### src/rtl/brs_pkg.sv
package brs_pkg;

  typedef enum logic [3:0] {
    PH_IDLE,
    PH_SU1,
    PH_HD1,
    PH_TURN,
    PH_LOW,
    PH_HIGH,
    PH_SU2,
    PH_HD2,
    PH_STO,
    PH_BUF
  } brs_phase_e;

  // Returns {scl pull-low, sda pull-low} for a phase.
  function automatic logic [1:0] brs_drive(brs_phase_e p);
    case (p)
      PH_HD1, PH_HD2, PH_STO: brs_drive = 2'b01;
      PH_TURN:                brs_drive = 2'b11;
      PH_LOW:                 brs_drive = 2'b10;
      default:                brs_drive = 2'b00;
    endcase
  endfunction

endpackage

### src/rtl/brs_timer.sv
module brs_timer #(
  parameter int CW = 8
) (
  input  logic          clk,
  input  logic          rst,
  input  logic          clear,
  input  logic [CW-1:0] len,
  output logic          last
);
  logic [CW-1:0] cnt;

  assign last = (cnt == len - 1'b1);

  always_ff @(posedge clk) begin
    if (rst || clear || last) cnt <= '0;
    else                      cnt <= cnt + 1'b1;
  end
endmodule

### src/rtl/brs_pulse_cnt.sv
module brs_pulse_cnt #(
  parameter int N_PULSES = 9
) (
  input  logic clk,
  input  logic rst,
  input  logic clear,
  input  logic tick,
  output logic final_pulse
);
  localparam int PW = $clog2(N_PULSES + 1);

  logic [PW-1:0] pc;

  assign final_pulse = (pc == PW'(N_PULSES - 1));

  always_ff @(posedge clk) begin
    if (rst || clear) pc <= '0;
    else if (tick)    pc <= pc + 1'b1;
  end
endmodule

### src/rtl/brs_fsm.sv
module brs_fsm
  import brs_pkg::*;
(
  input  logic       clk,
  input  logic       rst,
  input  logic       req,
  input  logic       last,
  input  logic       final_pulse,
  output brs_phase_e ph,
  output brs_phase_e ph_nxt
);
  always_comb begin
    ph_nxt = ph;
    case (ph)
      PH_IDLE: if (req)  ph_nxt = PH_SU1;
      PH_SU1:  if (last) ph_nxt = PH_HD1;
      PH_HD1:  if (last) ph_nxt = PH_TURN;
      PH_TURN: if (last) ph_nxt = PH_LOW;
      PH_LOW:  if (last) ph_nxt = PH_HIGH;
      PH_HIGH: if (last) ph_nxt = final_pulse ? PH_SU2 : PH_LOW;
      PH_SU2:  if (last) ph_nxt = PH_HD2;
      PH_HD2:  if (last) ph_nxt = PH_STO;
      PH_STO:  if (last) ph_nxt = PH_BUF;
      PH_BUF:  if (last) ph_nxt = PH_IDLE;
      default:           ph_nxt = PH_IDLE;
    endcase
  end

  always_ff @(posedge clk) begin
    if (rst) ph <= PH_IDLE;
    else     ph <= ph_nxt;
  end
endmodule

### src/rtl/bus_recover_seq.sv
module bus_recover_seq
  import brs_pkg::*;
#(
  parameter int T_SU_STA = 80,
  parameter int T_HD_STA = 80,
  parameter int T_TURN   = 8,
  parameter int T_LOW    = 168,
  parameter int T_HIGH   = 80,
  parameter int T_SU_STO = 80,
  parameter int T_BUF    = 168,
  parameter int N_PULSES = 9
) (
  input  logic clk,
  input  logic rst,
  input  logic req,
  output logic scl_low,
  output logic sda_low,
  output logic busy,
  output logic done
);
  localparam int M1   = (T_SU_STA > T_HD_STA) ? T_SU_STA : T_HD_STA;
  localparam int M2   = (T_TURN > T_LOW) ? T_TURN : T_LOW;
  localparam int M3   = (T_HIGH > T_SU_STO) ? T_HIGH : T_SU_STO;
  localparam int M4   = (M1 > M2) ? M1 : M2;
  localparam int M5   = (M3 > T_BUF) ? M3 : T_BUF;
  localparam int TMAX = (M4 > M5) ? M4 : M5;
  localparam int CW   = $clog2(TMAX + 1);

  brs_phase_e    ph, ph_nxt;
  logic [CW-1:0] len;
  logic          last, final_pulse;
  logic          in_idle, pulse_end;

  assign in_idle   = (ph == PH_IDLE);
  assign pulse_end = (ph == PH_HIGH) && last;

  always_comb begin
    case (ph)
      PH_SU1, PH_SU2: len = CW'(T_SU_STA);
      PH_HD1, PH_HD2: len = CW'(T_HD_STA);
      PH_TURN:        len = CW'(T_TURN);
      PH_LOW:         len = CW'(T_LOW);
      PH_HIGH:        len = CW'(T_HIGH);
      PH_STO:         len = CW'(T_SU_STO);
      PH_BUF:         len = CW'(T_BUF);
      default:        len = CW'(1);
    endcase
  end

  brs_timer #(.CW(CW)) u_timer (
    .clk   (clk),
    .rst   (rst),
    .clear (in_idle),
    .len   (len),
    .last  (last)
  );

  brs_pulse_cnt #(.N_PULSES(N_PULSES)) u_pulses (
    .clk         (clk),
    .rst         (rst),
    .clear       (in_idle),
    .tick        (pulse_end),
    .final_pulse (final_pulse)
  );

  brs_fsm u_fsm (
    .clk         (clk),
    .rst         (rst),
    .req         (req),
    .last        (last),
    .final_pulse (final_pulse),
    .ph          (ph),
    .ph_nxt      (ph_nxt)
  );

  // Outputs are registered from the next phase so they align with it.
  always_ff @(posedge clk) begin
    if (rst) begin
      scl_low <= 1'b0;
      sda_low <= 1'b0;
      busy    <= 1'b0;
      done    <= 1'b0;
    end else begin
      {scl_low, sda_low} <= brs_drive(ph_nxt);
      busy               <= (ph_nxt != PH_IDLE);
      done               <= (ph == PH_BUF) && last;
    end
  end
endmodule

### config.mk
export PLATFORM = sky130hd
export DESIGN_NAME = bus_recover_seq
export DESIGN_NICKNAME = d
export VERILOG_FILES = /design/src/rtl/brs_pkg.sv /design/src/rtl/brs_timer.sv /design/src/rtl/brs_pulse_cnt.sv /design/src/rtl/brs_fsm.sv /design/src/rtl/bus_recover_seq.sv
export SDC_FILE = /design/constraint.sdc
export NUM_CORES = 1
export LEC_CHECK = 0
export ABC_AREA = 1
export ABC_CLOCK_PERIOD_IN_PS = 3000
export BUFFER_PORTS_ARGS = -buffer_cell sky130_fd_sc_hd__buf_2
export CORE_ASPECT_RATIO = 0.9
export CORE_MARGIN = 2
export CORE_UTILIZATION = 55
export DETAILED_ROUTE_END_ITERATION = 10
export PLACE_DENSITY = 0.76
export SYNTH_ARGS = -nofsm -noshare
export SYNTH_HDL_FRONTEND = slang
export SYNTH_SLANG_ARGS = --single-unit
### constraint.sdc
create_clock -name clk -period 3 [get_ports clk]
set_clock_uncertainty 0.05 [all_clocks]
set_input_delay 0.6 -clock clk [delete_from_list [all_inputs] [get_ports clk]]
set_output_delay 0.6 -clock clk [all_outputs]
set_load 0.01 [all_outputs]
==> flow_summary.ini <==
[power_and_ir_drop]
irDropWorstVdd_uv = 444
power.density_nw_per_um2 = 727
p_leak_nw = 0.768

[clock_network]
tritoncts_num_sinks = 24
cts_htree_levels = 1
cts_tree = done
clk_latency_ns = 0.33
cts-root-buf = clkbuf_4
cts_made_buffers = 3
clk_pin_slew_worst_paths_ns = 0.14
post_cts.resized_instances = 0
cts-hold-fix-buffers = 0
max-clock-path-buffers = 2
post-cts-setup-buffers = 0

[timing]
part_of_the_cycle_the_worst_path_needs = 0.837
final_max_slew_viol_count = 0
final_hold_viol_count = 0
fmax_mhz = 398
maxSlewHeadroom = 0.759
tns_setup_ns = 0
timing.final.crit_period_ns = 2.51
unrepaired_setup_endpoints_after_global_routing = false
timing.final.setup_violations = 0
worst_pin_slew_ns = 0.361

[synth]
syn-cell-area_sq_um = 1480
ys_seq_elements = 24
ys_types = 21
yosys_warnings = 0
synth.net_count = 228
netlist_instances = 217
synthesis.area_per_instance_sq_um = 6.81
synth.yosys.seq_area_share = 0.325

[global_route]
globalRouteTotalUtil = 0.182
grt_use_met2 = 0.275
grt_first_pass_wirelength_microns = 4250
globalRouteOverflowTotal = 0
grt_start_max_net_pins = 15
first_global_vias = 1018
use_met1 = 0.254
number_of_antenna_violations_at_the_first_check_in_global_routing = 0
grt-busiest-layer = met2
use_met3 = 0.0513

[die]
die_x_microns = 58.6
design.portCount = 7
placeableCoreArea_sq_um = 2510
design.die.area_sq_um = 3120
initial_core_util = 0.589
die_h_microns = 53.2
site_row_count = 17

[drt]
drt-total-wl_microns = 2500
num_vias = 1238
routed_via_density = 4.89
drt_iter0_markers = 37
drt-pass1-iter-count = 4
wl_per_cell_microns = 9.89
ant_nets = 0
drcViolationCount = 0

[cells_and_area]
n_antenna_cell = 0
syn_to_final_growth_pct = 3.56
sequential_cell_area_sq_um = 480
final_layout_size_suffix_gt1_frac = 0.124
filler_cells = 237
design.final.nets = 237
finalCoreUtilization = 0.610
multi_input_comb_area_sq_um = 778

[place]
place.detailed.hpwl_microns = 1960
final_estimated_routing_congestion_in_global_placement = 0.853
buffer_ports.inserted = 6

[job]
maxCapViolCount = 0

[worst_setup_path]
criticalPathCategory = flip-flop to flip-flop
worst_setup_path_start_kind = flip-flop
worst_ep_required_time_ns = 3.19
worst-endpoint-arrival_ns = 2.70
cp-end-kind = flip-flop
critical_path.max_fanout = 5

[hold_path]
hold_crit_class = primary input to flip-flop

[run_status]
run_status = completed
[worst paths after layout]
check	endpoint	from	cells past startpoint	slack (ns)
worst max-delay path	len[6]	len[0]	18	0.49
worst min-delay path	scl_low	rst	2	0.43
worst max register to register	len[6]	len[0]	18	0.49
worst min register to register	u_pulses.pc[3]	u_pulses.pc[3]	2	0.43
[cells by family after synthesis]
kind of cell,count (synthesis),synth area share
AO/OA/AOI/OAI,13,0.0466
XOR/XNOR,4,0.0237
adder cells (fa/ha/maj),8,0.0677
buffers and inverters,43,0.148
flip-flops,24,0.325
AND/OR/NAND/NOR,125,0.389
[Yosys cell counts]
cell | instances | area share
ha_1 | 8 | 0.068
nor2_2 | 3 | 0.013
nor3_1 | 3 | 0.010
o21ai_0 | 5 | 0.017
inv_2 | 3 | 0.0076
a21oi_1 | 7 | 0.024
bufbuf_16 | 2 | 0.044
nor2_4 | 1 | 0.0076
nand2_2 | 7 | 0.030
a21oi_2 | 1 | 0.0059
dfxtp_1 | 24 | 0.33
nand2_1 | 53 | 0.13
nand4_1 | 7 | 0.030
nand3_1 | 18 | 0.061
nand4_2 | 1 | 0.0085
nand3_2 | 2 | 0.014
inv_1 | 38 | 0.097
nor2_1 | 28 | 0.071
xnor2_1 | 1 | 0.0059
xor2_1 | 3 | 0.018
nor3b_1 | 2 | 0.010
[critical path, cell delays in order, from the launching register on]
cell and delay, ns:
dfxtp_1 0.36, inv_2 0.06, ha_1 0.30, xnor2_1 0.13
nor2_2 0.14, nand3_1 0.12, nor2_4 0.13, nand2_2 0.10
nand2_1 0.07, nand3_1 0.07, nand2_1 0.09, inv_1 0.07
nor2_1 0.13, inv_1 0.09, ha_1 0.27, inv_1 0.05
nand2_1 0.05, nand3_1 0.08, nand2_1 0.05
[layout by cell type (no fill, tap or decap), drive strengths merged]
cell    instances
dfxtp          24
xnor2           1
nand3          20
buf             6
clkbuf          3
ha              8
o21ai           5
nor3            3
nor3b           2
xor2            3
a21oi           8
bufinv          1
inv            41
nand4           8
nor2           32
nand2          60
[where the power goes]
| part | internal (mW) | switching [mW] | leakage, nW |
|---|---|---|---|
| registers | 0.356 | 0.0303 | 0.195 |
| logic | 0.161 | 0.323 | 0.545 |
| clock network | 0.135 | 0.107 | 0.0279 |
| total | 0.652 | 0.460 | 0.768 |
[metrics by stage]
step	setup WS (ns)	power (mW)	cell area, sq um	hold slack [ns]	instances
after CTS	0.489	1.11	1530	0.432	253
after global routing	0.237	1.20	1530	0.434	253
after floorplan	0.689	0.800	1480	0.380	217
after detailed placement	0.509	0.874	1480	0.413	249
final	0.488	1.11	1530	0.431	253
after global placement	0.578	0.869	1480	0.403	249
[flip-flops by register name (all words and copies together) (netlist names)]
signal,cells
u_timer.cnt,8
u_fsm.ph,4
len,4
u_pulses.pc,4
busy,1
done,1
scl_low,1
sda_low,1
[final cells by class]
class,count,share of cell area
Multi-Input combinational cell,150,0.509
Sequential cell,24,0.314
Timing Repair Buffer,6,0.0196
Clock inverter,1,0.0196
Tap cell,28,0.0229
Clock buffer,3,0.0147
Inverter,41,0.101
[routing by layer]
layer	up-vias	part of all wire
li1	687	-
met1	535	0.53
met2	11	0.42
met3	5	0.039
met4	0	0.0084
met5	-	0
(Power assumes the default switching activity.)
